File: src/rtl/sdram_mon_pkg.sv
package sdram_mon_pkg;

  typedef enum logic [2:0] {
    CMD_NOP, CMD_ACT, CMD_RD, CMD_WR, CMD_PRE, CMD_REF, CMD_MRS, CMD_BST
  } cmd_e;

  typedef enum logic [3:0] {
    V_NONE   = 4'd0,
    V_RRD    = 4'd1,
    V_RCD    = 4'd2,
    V_RAS    = 4'd3,
    V_DPL    = 4'd4,
    V_RC     = 4'd5,
    V_RP     = 4'd6,
    V_MRD    = 4'd7,
    V_RRC    = 4'd8,
    V_CLOSED = 4'd9,
    V_REOPEN = 4'd10,
    V_BUSY   = 4'd11
  } viol_e;

  function automatic int max2(input int a, input int b);
    return (a > b) ? a : b;
  endfunction

endpackage

File: src/rtl/sdram_mon_decode.sv
module sdram_mon_decode
  import sdram_mon_pkg::*;
(
  input  logic cke_i,
  input  logic cs_ni,
  input  logic ras_ni,
  input  logic cas_ni,
  input  logic we_ni,
  output cmd_e cmd_o
);

  always_comb begin
    cmd_o = CMD_NOP;
    if (cke_i && !cs_ni) begin
      unique case ({ras_ni, cas_ni, we_ni})
        3'b000:  cmd_o = CMD_MRS;
        3'b001:  cmd_o = CMD_REF;
        3'b010:  cmd_o = CMD_PRE;
        3'b011:  cmd_o = CMD_ACT;
        3'b100:  cmd_o = CMD_WR;
        3'b101:  cmd_o = CMD_RD;
        3'b110:  cmd_o = CMD_BST;
        default: cmd_o = CMD_NOP;
      endcase
    end
  end

endmodule

File: src/rtl/sdram_mon_bank.sv
module sdram_mon_bank
  import sdram_mon_pkg::*;
#(
  parameter int T_RCD = 2,
  parameter int T_RAS = 5,
  parameter int T_RC  = 7,
  parameter int T_RP  = 2,
  parameter int T_DPL = 1,
  parameter int CW    = 4
) (
  input  logic  clk_i,
  input  logic  rst_ni,
  input  cmd_e  cmd_i,
  input  logic  sel_i,
  input  logic  all_i,
  output logic  open_o,
  output viol_e code_o
);

  localparam logic [CW-1:0] CMAX = {CW{1'b1}};

  logic          open_q, open_d;
  logic [CW-1:0] act_q, act_d, pre_q, pre_d, wr_q, wr_d;
  logic          pre_hit;

  assign pre_hit = (cmd_i == CMD_PRE) && (sel_i || all_i) && open_q;
  assign open_o  = open_q;

  always_comb begin
    code_o = V_NONE;
    if (sel_i && cmd_i == CMD_ACT) begin
      if (open_q)                           code_o = V_REOPEN;
      else if (act_q < CW'(T_RC))           code_o = V_RC;
      else if (pre_q < CW'(T_RP))           code_o = V_RP;
    end else if (sel_i && (cmd_i == CMD_RD || cmd_i == CMD_WR)) begin
      if (!open_q)                          code_o = V_CLOSED;
      else if (act_q < CW'(T_RCD))          code_o = V_RCD;
    end else if (pre_hit) begin
      if (act_q < CW'(T_RAS))               code_o = V_RAS;
      else if (wr_q < CW'(T_DPL))           code_o = V_DPL;
    end
  end

  always_comb begin
    open_d = open_q;
    act_d  = (act_q == CMAX) ? act_q : act_q + 1'b1;
    pre_d  = (pre_q == CMAX) ? pre_q : pre_q + 1'b1;
    wr_d   = (wr_q  == CMAX) ? wr_q  : wr_q  + 1'b1;
    if (sel_i && cmd_i == CMD_ACT) begin
      open_d = 1'b1;
      act_d  = CW'(1);
    end
    if (sel_i && cmd_i == CMD_WR && open_q) wr_d = CW'(1);
    if (pre_hit) begin
      open_d = 1'b0;
      pre_d  = CW'(1);
    end
  end

  always_ff @(posedge clk_i or negedge rst_ni) begin
    if (!rst_ni) begin
      open_q <= 1'b0;
      act_q  <= CMAX;
      pre_q  <= CMAX;
      wr_q   <= CMAX;
    end else begin
      open_q <= open_d;
      act_q  <= act_d;
      pre_q  <= pre_d;
      wr_q   <= wr_d;
    end
  end

endmodule

File: src/rtl/sdram_cmd_monitor.sv
module sdram_cmd_monitor
  import sdram_mon_pkg::*;
#(
  parameter int BA_W  = 2,
  parameter int T_RRD = 2,
  parameter int T_RCD = 2,
  parameter int T_RAS = 5,
  parameter int T_RC  = 7,
  parameter int T_RP  = 2,
  parameter int T_DPL = 1,
  parameter int T_MRD = 2,
  parameter int T_RRC = 7
) (
  input  logic            clk_i,
  input  logic            rst_ni,
  input  logic            cke_i,
  input  logic            cs_ni,
  input  logic            ras_ni,
  input  logic            cas_ni,
  input  logic            we_ni,
  input  logic [BA_W-1:0] ba_i,
  input  logic            a10_i,
  input  logic            clr_i,
  output logic            err_o,
  output logic [3:0]      code_o
);

  localparam int NBANK = 2 ** BA_W;
  localparam int TMAX  = max2(max2(max2(T_RRD, T_RCD), max2(T_RAS, T_RC)),
                              max2(max2(T_RP, T_DPL), max2(T_MRD, T_RRC)));
  localparam int CW    = $clog2(TMAX + 1);
  localparam logic [CW-1:0] CMAX = {CW{1'b1}};

  cmd_e       cmd;
  logic       pre_all;
  logic       any_open;
  logic [NBANK-1:0] bank_open;
  viol_e      bank_code [NBANK];
  viol_e      bank_pick, viol;

  logic [CW-1:0]   rrd_q, rrd_d, mrd_q, mrd_d, rrc_q, rrc_d;
  logic [BA_W-1:0] last_ba_q, last_ba_d;
  logic            err_q, err_d;
  logic [3:0]      code_q, code_d;

  sdram_mon_decode u_dec (
    .cke_i (cke_i), .cs_ni (cs_ni), .ras_ni (ras_ni),
    .cas_ni(cas_ni), .we_ni (we_ni), .cmd_o (cmd)
  );

  assign pre_all = (cmd == CMD_PRE) && a10_i;

  for (genvar b = 0; b < NBANK; b++) begin : g_bank
    sdram_mon_bank #(
      .T_RCD(T_RCD), .T_RAS(T_RAS), .T_RC(T_RC),
      .T_RP (T_RP),  .T_DPL(T_DPL), .CW  (CW)
    ) u_bank (
      .clk_i  (clk_i),
      .rst_ni (rst_ni),
      .cmd_i  (cmd),
      .sel_i  (ba_i == BA_W'(b)),
      .all_i  (pre_all),
      .open_o (bank_open[b]),
      .code_o (bank_code[b])
    );
  end

  assign any_open = |bank_open;

  // lowest-numbered bank reporting a problem wins
  always_comb begin
    bank_pick = V_NONE;
    for (int b = NBANK - 1; b >= 0; b--) begin
      if (bank_code[b] != V_NONE) bank_pick = bank_code[b];
    end
  end

  always_comb begin
    viol = V_NONE;
    if (cmd != CMD_NOP) begin
      if (mrd_q < CW'(T_MRD))                 viol = V_MRD;
      else if (rrc_q < CW'(T_RRC))            viol = V_RRC;
      else if (bank_pick != V_NONE)           viol = bank_pick;
      else if ((cmd == CMD_REF || cmd == CMD_MRS) && any_open)
                                              viol = V_BUSY;
      else if (cmd == CMD_ACT && ba_i != last_ba_q && rrd_q < CW'(T_RRD))
                                              viol = V_RRD;
    end
  end

  always_comb begin
    rrd_d     = (rrd_q == CMAX) ? rrd_q : rrd_q + 1'b1;
    mrd_d     = (mrd_q == CMAX) ? mrd_q : mrd_q + 1'b1;
    rrc_d     = (rrc_q == CMAX) ? rrc_q : rrc_q + 1'b1;
    last_ba_d = last_ba_q;
    if (cmd == CMD_ACT) begin
      rrd_d     = CW'(1);
      last_ba_d = ba_i;
    end
    if (cmd == CMD_MRS) mrd_d = CW'(1);
    if (cmd == CMD_REF) rrc_d = CW'(1);

    err_d  = clr_i ? 1'b0 : err_q;
    code_d = clr_i ? 4'd0 : code_q;
    if (viol != V_NONE && !err_d) begin
      err_d  = 1'b1;
      code_d = viol;
    end
  end

  always_ff @(posedge clk_i or negedge rst_ni) begin
    if (!rst_ni) begin
      rrd_q     <= CMAX;
      mrd_q     <= CMAX;
      rrc_q     <= CMAX;
      last_ba_q <= '0;
      err_q     <= 1'b0;
      code_q    <= 4'd0;
    end else begin
      rrd_q     <= rrd_d;
      mrd_q     <= mrd_d;
      rrc_q     <= rrc_d;
      last_ba_q <= last_ba_d;
      err_q     <= err_d;
      code_q    <= code_d;
    end
  end

  assign err_o  = err_q;
  assign code_o = code_q;

endmodule

File: config.mk
export PLATFORM = sky130hd
export DESIGN_NAME = sdram_cmd_monitor
export DESIGN_NICKNAME = d
export VERILOG_FILES = /design/src/rtl/sdram_mon_pkg.sv /design/src/rtl/sdram_mon_decode.sv /design/src/rtl/sdram_mon_bank.sv /design/src/rtl/sdram_cmd_monitor.sv
export SDC_FILE = /design/constraint.sdc
export NUM_CORES = 1
export LEC_CHECK = 0
export ABC_AREA = 1
export BUFFER_PORTS_ARGS = -buffer_cell sky130_fd_sc_hd__buf_2
export CAP_MARGIN = 30
export CORE_ASPECT_RATIO = 0.7
export CORE_MARGIN = 4
export CORE_UTILIZATION = 60
export CTS_BUF_LIST = sky130_fd_sc_hd__clkbuf_8 sky130_fd_sc_hd__clkbuf_16
export CTS_CLUSTER_DIAMETER = 30
export DETAILED_ROUTE_END_ITERATION = 7
export GPL_TIMING_DRIVEN = 0
export PLACE_DENSITY = 0.85
export SLEW_MARGIN = 20
export SYNTH_ARGS = -nofsm -noshare
export SYNTH_HDL_FRONTEND = slang
export SYNTH_HIERARCHICAL = 1
export SYNTH_SLANG_ARGS = --single-unit
File: constraint.sdc
create_clock -name clk_i -period 2.62 [get_ports clk_i]
set_input_delay 0.262 -clock clk_i [delete_from_list [all_inputs] [get_ports clk_i]]
set_output_delay 0.262 -clock clk_i [all_outputs]
set_load 0.02 [all_outputs]
# Yosys cells after proc, flatten, opt, wreduce, memory -nomap -nowiden

Cells that the tools add are included.

Add/sub/neg operators: 15
Order comparisons: 23
Eq/ne operators: 46
Mux-type cells: 94
Reductions and logical operators: 53

Operators with widths:

| cell                                                                 | number |
|---|---|
| 4-bit two-way mux                                                    | 39 |
| 3-bit two-way mux                                                    | 39 |
| 3-bit == test, second input constant                                 | 21 |
| 3-bit by 1-bit adder with 3-bit output, second input constant        | 15 |
| 1-bit logical AND                                                    | 30 |
| 3-bit by 2-bit < comparator with 1-bit output, second input constant | 10 |
| 3-bit < comparator, second input constant                            | 9 |
| 4-bit nonzero test                                                   | 6 |
| 2-bit != test, second input constant                                 | 11 |
| 3-bit case mux with 7 select lines                                   | 1 |
| 3-bit by 2-bit == test with 1-bit output, second input constant      | 4 |
| 3-bit by 1-bit < comparator with 1-bit output, second input constant | 4 |
| 1-bit two-way mux                                                    | 11 |
| 2-bit nonzero test                                                   | 5 |
| 2-bit two-way mux                                                    | 4 |
| 2-bit by 1-bit != test with 1-bit output, second input constant      | 4 |
| 3-bit by 1-bit == test with 1-bit output, second input constant      | 2 |
| 1-bit logical OR                                                     | 6 |
| 2-bit == test, second input constant                                 | 2 |
| 4-bit OR reduction                                                   | 1 |
| 3-bit zero test                                                      | 1 |
| 3-bit nonzero test                                                   | 1 |
| 2-bit by 1-bit == test with 1-bit output, second input constant      | 1 |
| 1-bit zero test                                                      | 2 |
| 2 further kinds                                                      | 2 |

Register bits: 56
Input bits: 11
Word-level logic and storage cells: 253

# Logic depth before layout (Yosys ltp)

Gate-level depths: netlist of the first run.

Depth in word-level cells: 24
Gate-level depth with buffers: 28
Depth with buffers taken out: 28

# Cells and area by module

The synthesis of the first run kept the hierarchy.

Modules (own cells, without submodules):

| module            | instances | cells an instance | area an instance (µm²) | seq. area each (µm²) |
|---|---|---|---|---|
| sdram_mon_bank    | 4         | 85                | 714.4                  | 261.5 |
| sdram_cmd_monitor | 1         | 178               | 1281.2                 | 411.6 |
| sdram_mon_decode  | 1         | 16                | 70.1                   | 0.0 |

# Least setup slack after synthesis of the first run

No wires, ideal clock.

Path type: input port to flip-flop
Start point: input port cke_i
End point: register code_q[0] (netlist: code_o[0])
Setup time: 118 ps
Arrival time: 2948 ps
Path slack: -445 ps
Stages: 27
Path buffers: 0
Cell sequence: inv_1 nor2_4 nand2_1 nor2_1 inv_1 nor3_1 nor2_1 nor2_4 nand3b_2 nand3_1 nor2_2 nand3_1 nand2_1 nand2_1 nand2_1 nand2_1 nand2_2 nor2_4 nand2_1 nand2_1 nand3_1 nand2_1 nand2_2 nand3_2 nand2_2 nand3_1 nand2_1

RTL lines:

| element              | RTL line                 | RTL |
|---|---|---|
| from (decl)          | sdram_cmd_monitor.sv:16  | `input logic cke_i,` |
| to (signal assigned) | sdram_cmd_monitor.sv:125 | `code_q <= code_d;` |
| to (decl)            | sdram_cmd_monitor.sv:44  | `logic [3:0] code_q, code_d;` |

==> qor.yml, run 1 <==
synthesis:
  synth_edf_count: 0
  ys_ff_latch: 56
  synth_area_mm2: 0.00421
  seq_area_frac_synth: 0.346
  syn_avg_cell_area_um2: 7.88
  async_flop_share: 1.00
  synth_ff_type: "dfstp_2"
  mappedNetlistNets: 575
  synth_cells: 534
  synth.distinct_cells: 32
  yosys_warnings: 6
global_route:
  grt_pass1_wl_mm: 15.0
  gr-usage-met1: 0.286
  grt_use_total: 0.218
  global_route.usage.met3: 0.0452
  grt_max_degree: 57
  antenna_found_initial: 0
  grt_pass1_vias: 3490
  grt_busiest_layer: "met2"
  gr-total-overflow: 0
  met2_usage: 0.366
timing:
  fin_setup_tns_ns: 0
  min_period_ns: 2.50
  tightest_slew_ns: 0.707
  finalCritPeriodShare: 0.953
  setup_viol: 0
  final_hold_viol_count: 8
  maxSlewViolCount: 0
  rsz0062_at_grt: "yes"
  relSlewSlack: 0.529
  fin_worst_skew_ns: 0.00924
  hold_slack_ns: -0.0337
  clock.fmax_ghz: 0.401
  worst_slack_ns: 0.124
cts:
  cts_buffers: 5
  cts_tree: "done"
  clk_pin_slew_ns: 0.11
  clock_latency_ns: 0.32
  cts.htree.levels: 2
  cts-root-buf: "clkbuf_8"
  ctsHoldBuffers: 0
  numClockSinks: 56
  clk_path_buf_depth: 2
power_and_ir_drop:
  p_sw_uw: 2100
  peakVddDrop_mv: 0.646
  swShare: 0.429
  power_density_mw_per_mm2: 1040
  p_clk_frac: 0.103
  p_int_uw: 2800
  p_comb_frac: 0.482
  p_leak_uw: 0.00240
  sequentialPowerShare: 0.415
floorplanning:
  start_util: 0.620
  num_rows: 25
  die_h_um: 78.1
  die_x_um: 108
  ios: 16
  core_area_mm2: 0.00679
  die-area_mm2: 0.00844
final_layout:
  diodes: 0
  fin_area_mm2: 0.00470
  drive_above_1_share: 0.394
  fin_nets: 606
  final_cells: 660
  syn2layout_area_growth_pct: 11.7
  final_core_util: 0.692
detailed_routing:
  ant_nets: 0
  drt-initial-drc-count: 168
  drt_wl_total_mm: 8.69
  wl_per_cell_um: 13.2
  drtPass1Iterations: 5
  vias: 3455
  route.detailed.drc: 0
  via_per_inst: 5.23
placed_design:
  dp.cells: 643
  postPlaceCellArea_mm2: 0.00444
  portBuffers: 15
  placement.setup.worst_slack_ns: -0.509
  gp_congestion: 0.842
  dp_hpwl_mm: 6.42
worst_setup_path:
  rrSetupSlack_ns: 0.18
  cp.required_ns: 2.85
  reg2reg_to: "code_o[3]"
  cp_slowest_cell: "nor3_4"
  worstSetupStartpointType: "input pin"
  max_stage_delay_ns: 0.26
  cp_max_fo: 4
  cp.arrival_ns: 2.72
  critPathTopFamily: "simple AND/OR/NAND/NOR gates"
  cpMostUsedCell: "nand2_1"
  end_kind: "flip-flop"
  criticalPathCategory: "input pin to flip-flop"
  r2r-start: "g_bank[1].u_bank/act_q[0]"
  crit_buf_inv: 4
  r2r_cells: 21
run_status:
  violations: "negative hold slack"
  status: "finished with violations"
flow_run:
  cap_violations: 0
hold_path:
  hold_path.class: "input pin to async pin"
registers in the layout (all words and copies together) (netlist names):
signal / flops
g_bank.u_bank/pre_q: 12
rrd_q: 3
rrc_q: 3
g_bank.u_bank/act_q: 12
g_bank.u_bank/wr_q: 12
err_o: 1
g_bank.u_bank/open_o: 4
code_o: 4
last_ba_q: 2
mrd_q: 3
power groups by stage:
| stage | Clock (uW) | Combinational [uW] | Sequential, uW |
|---|---|---|---|
| floorplan | 0 | 1800 | 1960 |
| global placement | 0 | 2070 | 2000 |
| detailed placement | 0 | 2290 | 2030 |
| CTS | 512 | 2300 | 2030 |
| global route | 557 | 2740 | 2110 |
| finish | 505 | 2370 | 2030 |
worst max path at each step:
stage                     startpoint         to  slack [ns]  depth (start not counted)
after floorplan                cke_i  code_o[0]        0.01                         27
after CTS                      cke_i  code_o[3]        0.05                         29
after global routing           cke_i  code_o[1]       -0.09                         28
after global placement         cs_ni  code_o[3]       -0.42                         27
after detailed placement       cs_ni  code_o[3]       -0.51                         27
final                          cke_i  code_o[3]        0.12                         28
through the flow:
step / power, uW / hold slack, ns
after floorplan: 3760 / -0.0336
after global placement: 4060 / 0.484
after detailed placement: 4320 / 0.366
after CTS: 4830 / 0.0131
after global routing: 5410 / 0.0268
final: 4900 / -0.0337
metal layers:
metal  vias to the layer above  share of wire  wire length, um
met2                        72           0.49             4290
met4                         0          0.016              142
met3                        15          0.036              314
met1                      1627           0.45             3950
li1                       1741              -                -
met5                         -              0                0
cell usage in the layout (no fill, tap or decap), types with 14 or more instances in the layout:
cell type	count
nand2_2	33
inv_1	59
nand2_1	120
ha_1	30
nor2_4	16
nand3_2	14
nor2_1	29
nand3_1	19
inv_2	36
dfstp_2	45
cell usage after synthesis, types with 5 or more instances:
cell type    n  area [um2]
nor2_4      13         146
mux2i_1      8        80.1
a31oi_1      6        37.5
dfstp_2     45        1180
o21ai_1      5        25.0
nand3_1     27         135
inv_2       34         128
ha_1        30         375
nand3b_2     5        56.3
o21ai_2     12         105
o21ai_0     12        60.1
nor2_1      35         131
nand4_1      5        31.3
a21oi_1     10        50.1
dfrtp_1     11         275
inv_1       61         229
nor2_2      10        62.6
xor2_1       9        78.8
nand2_2     26         163
nand3_2      7        70.1
nand2_1    129         484
nor3_1      11        55.1
kinds of logic (layout without fill, tap and decap cells):
| kind of cell | Yosys count | count (layout) | synth area share |
|---|---|---|---|
| compound gates | 47 | 47 | 0.0702 |
| xor+xnor | 11 | 11 | 0.0229 |
| fa+ha+maj | 30 | 30 | 0.0892 |
| buf+inv | 100 | 132 | 0.0924 |
| flops | 56 | 56 | 0.346 |
| mux | 8 | 8 | 0.0190 |
| simple gates | 282 | 282 | 0.360 |
final cells by class:
class / instances / area [um2]
repair buffers: 24 / 151
well taps: 94 / 118
clock inverters: 3 / 22.5
inverters: 100 / 389
clock buffers: 5 / 68.8
multi-input cells: 378 / 2490
flip-flops and latches: 56 / 1460
fillers: 525 / 2090
what timing repair did:
| action | in CTS | in global routing |
|---|---|---|
| hold endpoints to repair | 0 | 0 |
| setup buffers | 5 | 4 |
| cloned | 0 | 0 |
| endpoints found under the setup margin | 4 | 5 |
| pin swaps | 3 | 19 |
| gates resized for setup | 1 | 26 |
Power figures use the tool's default switching activity.
==> run 2, diff against run 1 <==
Clock period 2.62 ns to 2.97 ns, I/O delays scaled along.
==> qor.yml, run 2 (synthesized netlist as in run 1, its figures left out) <==
run_status:
  status: "completed"
floorplanning:
  die-area_mm2: 0.00844
  die_h_um: 78.1
  ios: 16
  core_area_mm2: 0.00679
  num_rows: 25
  start_util: 0.620
  die_x_um: 108
global_route:
  grt_pass1_wl_mm: 15.0
  grt_max_degree: 57
  grt_use_total: 0.214
  antenna_found_initial: 0
  gr-total-overflow: 0
  grt_pass1_vias: 3538
detailed_routing:
  drtPass1Iterations: 4
  drt-initial-drc-count: 141
  ant_nets: 0
  via_per_inst: 5.22
  vias: 3451
  route.detailed.drc: 0
  drt_wl_total_mm: 8.14
  wl_per_cell_um: 12.3
final_layout:
  multi_input_area_mm2: 0.00240
  diodes: 0
  regArea_mm2: 0.00146
  syn2layout_area_growth_pct: 9.36
  final_cell_mix: "nand2_1, inv_1, dfstp_2"
  n_fill_cell: 555
  reg_top3: "g_bank.u_bank/act_q (12), g_bank.u_bank/pre_q (12), g_bank.u_bank/wr_q (12)"
  fin_nets: 607
  final_common_cell: "nand2_1"
  final_cells: 661
  drive_above_1_share: 0.360
worst_setup_path:
  r2r-start: "g_bank[1].u_bank/act_q[2]"
  critical_path_depth: 27
  rrSetupSlack_ns: 0.58
  end_kind: "flip-flop"
  cp_max_fo: 7
  reg2reg_to: "code_o[2]"
  max_stage_delay_ns: 0.23
  crit_buf_inv: 2
  r2r_cells: 20
  criticalPathCategory: "input pin to flip-flop"
  cp.arrival_ns: 2.88
  cpMostUsedCell: "nand2_1"
  cp.required_ns: 3.18
  cp_slowest_cell: "nor2_4"
  critPathTopFamily: "simple AND/OR/NAND/NOR gates"
  worstSetupStartpointType: "input pin"
power_and_ir_drop:
  p_leak_uw: 0.00236
  power_density_mw_per_mm2: 914
  peakVddDrop_mv: 0.490
timing:
  setup_viol: 0
  hold_slack_ns: 0.0293
  final_hold_viol_count: 0
  finalCritPeriodShare: 0.898
  tightest_slew_ns: 0.702
  min_period_ns: 2.67
  relSlewSlack: 0.532
  maxSlewViolCount: 0
  fin_worst_skew_ns: 0.0112
  clock.fmax_ghz: 0.375
cts:
  cts.htree.levels: 2
  numClockSinks: 56
  ctsHoldBuffers: 0
  cts_tree: "done"
  clock_latency_ns: 0.31
  clk_path_buf_depth: 2
  cts_buffers: 5
  cts-root-buf: "clkbuf_8"
  clk_pin_slew_ns: 0.10
placed_design:
  dp.cells: 643
  dp_hpwl_mm: 6.34
  portBuffers: 15
  gp_congestion: 0.868
hold_path:
  hold_path.class: "input pin to async pin"
flow_run:
  cap_violations: 0
## run 2: cell count changes in the layout (fill, tap and decap cells not counted), moves of 2 or more
cell	change
nor2_1	+3
nand2_2	-6
nand2_4	-2
nand2_1	+8
nand3_1	+8
nand3_2	-7
nor2_2	-3
## run 2: through the flow
stage / power, uW / setup TNS [ns] / util / area (um2) / setup WS [ns]
2_1_floorplan: 3310 / 0 / - / 4210 / 0.0756
3_3_place_gp: 3580 / -2.71 / 0.649 / 4400 / -0.582
3_5_place_dp: 3790 / -3.28 / 0.649 / 4410 / -0.693
4_1_cts: 4230 / 0 / 0.664 / 4510 / 0.0166
5_1_grt: 4660 / -0.00830 / 0.678 / 4600 / -0.00830
6_report: 4210 / 0 / 0.678 / 4600 / 0.304
## run 2: timing repair
item	in CTS	in global routing
gates resized for setup	3	6
hold endpoints to repair	0	0
setup buffers	0	10
pin swaps	0	3
setup endpoints to repair	5	5
## run 2: routing by layer
layer  GRT usage  wire length (um)  up-vias
li1            -                 -     1755
met1       0.286              3760     1625
met2       0.368              4000       61
met3      0.0288               293       10
met4      0.0567                82        0
met5           0                 0        -
## run 2: final cells by class
| type | instances | share of cell area |
|---|---|---|
| Multi-Input combinational cell | 378 | 0.521 |
| Clock inverter | 3 | 0.00408 |
| Sequential cell | 56 | 0.317 |
| Tap cell | 94 | 0.0256 |
| Clock buffer | 5 | 0.0149 |
| Timing Repair Buffer | 25 | 0.0332 |
| Inverter | 100 | 0.0845 |
## run 2: where the power goes
group | switching, uW | internal [uW]
Combinational | 1130 | 861
Clock | 255 | 165
Sequential | 379 | 1410
## run 2: how the worst max path moves through the flow
| stage | end | from |
|---|---|---|
| after floorplan | code_o[0] | cke_i |
| after global placement | code_o[3] | cs_ni |
| after detailed placement | code_o[2] | cs_ni |
| after CTS | code_o[2] | cs_ni |
| after global routing | code_o[2] | cs_ni |
| final | code_o[2] | cs_ni |
## run 2: worst register-to-register path, stage by stage, from the launching register on
cell      delay [ns]
dfstp_2         0.59
nand2_2         0.08
nor2_2          0.13
nand3b_1        0.12
nand3_1         0.10
inv_2           0.08
nand2_2         0.06
nor2_4          0.14
nand3b_2        0.10
nand3_2         0.09
nand2_4         0.06
nor2_4          0.12
nand3_2         0.09
nand2_1         0.07
nand2_1         0.05
nand2_1         0.08
nand2_1         0.08
nand3_2         0.07
nand2_2         0.07
nand3_1         0.08
nand2_1         0.05
==> run 3, diff against run 2 <==
Settings changed: RECOVER_POWER set to 100.
==> qor.yml, run 3 (synthesized netlist as in run 1, its figures left out) <==
floorplanning:
  die-area_mm2: 0.00844
  ios: 16
  die_h_um: 78.1
  die_x_um: 108
  num_rows: 25
  core_area_mm2: 0.00679
  start_util: 0.620
cts:
  cts_tree: "done"
  cts.htree.levels: 2
  cts_buffers: 5
  ctsHoldBuffers: 0
  numClockSinks: 56
  clock_latency_ns: 0.31
  clk_path_buf_depth: 2
  clk_pin_slew_ns: 0.10
  cts-root-buf: "clkbuf_8"
timing:
  min_period_ns: 2.66
  fin_worst_skew_ns: 0.0117
  maxSlewViolCount: 0
  finalCritPeriodShare: 0.896
  tightest_slew_ns: 1.38
  relSlewSlack: 0.0817
  setup_viol: 0
  worst_slack_ns: 0.310
  clock.fmax_ghz: 0.376
  final_hold_viol_count: 0
  rsz0062_at_grt: "no"
worst_setup_path:
  max_stage_delay_ns: 0.37
  cp.required_ns: 3.18
  crit_buf_inv: 3
  cp_max_fo: 12
  cp.arrival_ns: 2.87
  end_kind: "flip-flop"
  critPathTopFamily: "simple AND/OR/NAND/NOR gates"
  worstSetupStartpointType: "input pin"
  cpMostUsedCell: "nand2_1"
  cp_slowest_cell: "nor2_4"
  criticalPathCategory: "input pin to flip-flop"
detailed_routing:
  drt_wl_total_mm: 8.19
  drt-initial-drc-count: 128
  ant_nets: 0
  wl_per_cell_um: 12.4
  route.detailed.drc: 0
  via_per_inst: 5.18
  vias: 3424
  drtPass1Iterations: 4
global_route:
  gr-total-overflow: 0
  grt_use_total: 0.214
  antenna_found_initial: 0
  grt_max_degree: 57
  grt_pass1_vias: 3538
  grt_pass1_wl_mm: 15.0
flow_run:
  cap_violations: 0
placed_design:
  portBuffers: 15
  gp_congestion: 0.868
  dp_hpwl_mm: 6.34
  placement.setup.worst_slack_ns: -0.693
final_layout:
  reg_top3: "g_bank.u_bank/act_q (12), g_bank.u_bank/pre_q (12), g_bank.u_bank/wr_q (12)"
  fin_nets: 607
  n_fill_cell: 566
  final_common_cell: "nand2_1"
  drive_above_1_share: 0.310
  syn2layout_area_growth_pct: 8.20
  final_cell_mix: "nand2_1, inv_1, dfstp_2"
  diodes: 0
power_and_ir_drop:
  peakVddDrop_mv: 0.489
  power_density_mw_per_mm2: 913
  p_leak_uw: 0.00232
  finalPower_uw: 4160
hold_path:
  hold_path.class: "input pin to async pin"
run_status:
  status: "completed"
[run 3: cell count changes in the layout (fill, tap and decap cells not counted), moves of 4 or more]
cell	previous run	this run
dfstp_1	0	9
dfstp_2	45	36
buf_2	14	8
clkbuf_1	0	6
o21ai_0	12	17
o21ai_2	12	7
nand2_1	128	132
nand2_2	27	23
[run 3: per-layer routing]
layer  vias up  part of all wire  GRT usage
met4         0            0.0088     0.0567
li1       1755                 -          -
met3         7             0.023     0.0288
met5         -                 0          0
met2        43              0.48      0.368
met1      1619              0.48      0.286
[run 3: power by group]
part | internal (uW) | switching [uW]
clock | 165 | 254
sequential | 1390 | 376
combinational | 838 | 1130
[run 3: what timing repair did]
action	4_1_cts	5_1_grt
buffers inserted	0	10
endpoints found under the setup margin	5	5
pin swaps	0	3
resized for setup	3	6
[run 3: final cells by class]
type	instances	area, um2	share of cell area
Clock buffer	5	68.8	0.0151
Sequential cell	56	1460	0.320
Timing Repair Buffer	25	143	0.0313
Inverter	100	389	0.0854
Tap cell	94	118	0.0258
Multi-Input combinational cell	378	2360	0.518
Clock inverter	3	18.8	0.00412
[run 3: metrics by stage]
step | util | area, um2 | std cells | TNS [ns] | hold WS (ns)
3_5_place_dp | 0.649 | 4410 | 643 | -3.28 | 0.390
5_1_grt | 0.671 | 4550 | 661 | 0 | 0.308
2_1_floorplan | - | 4210 | 534 | 0 | 0.00141
3_3_place_gp | 0.649 | 4400 | 643 | -2.71 | 0.484
6_report | 0.671 | 4550 | 661 | 0 | 0.289
4_1_cts | 0.664 | 4510 | 651 | 0 | 0.0487
[run 3: path summary, 6_finish.rpt]
kind | to | from | slack (ns) | cells after the start
hold reg to reg | mrd_q[0] | mrd_q[0] | 0.51 | 2
max in group asynchronous | g_bank[2].u_bank/open_o | rst_ni | 1.86 | 1
setup reg to reg | code_o[2] | g_bank[1].u_bank/act_q[1] | 0.53 | 20
min in group clk_i | code_o[1] | clr_i | 0.29 | 4
hold / removal | code_o[0] | rst_ni | 0.29 | 1
setup / recovery | code_o[2] | ras_ni | 0.31 | 26
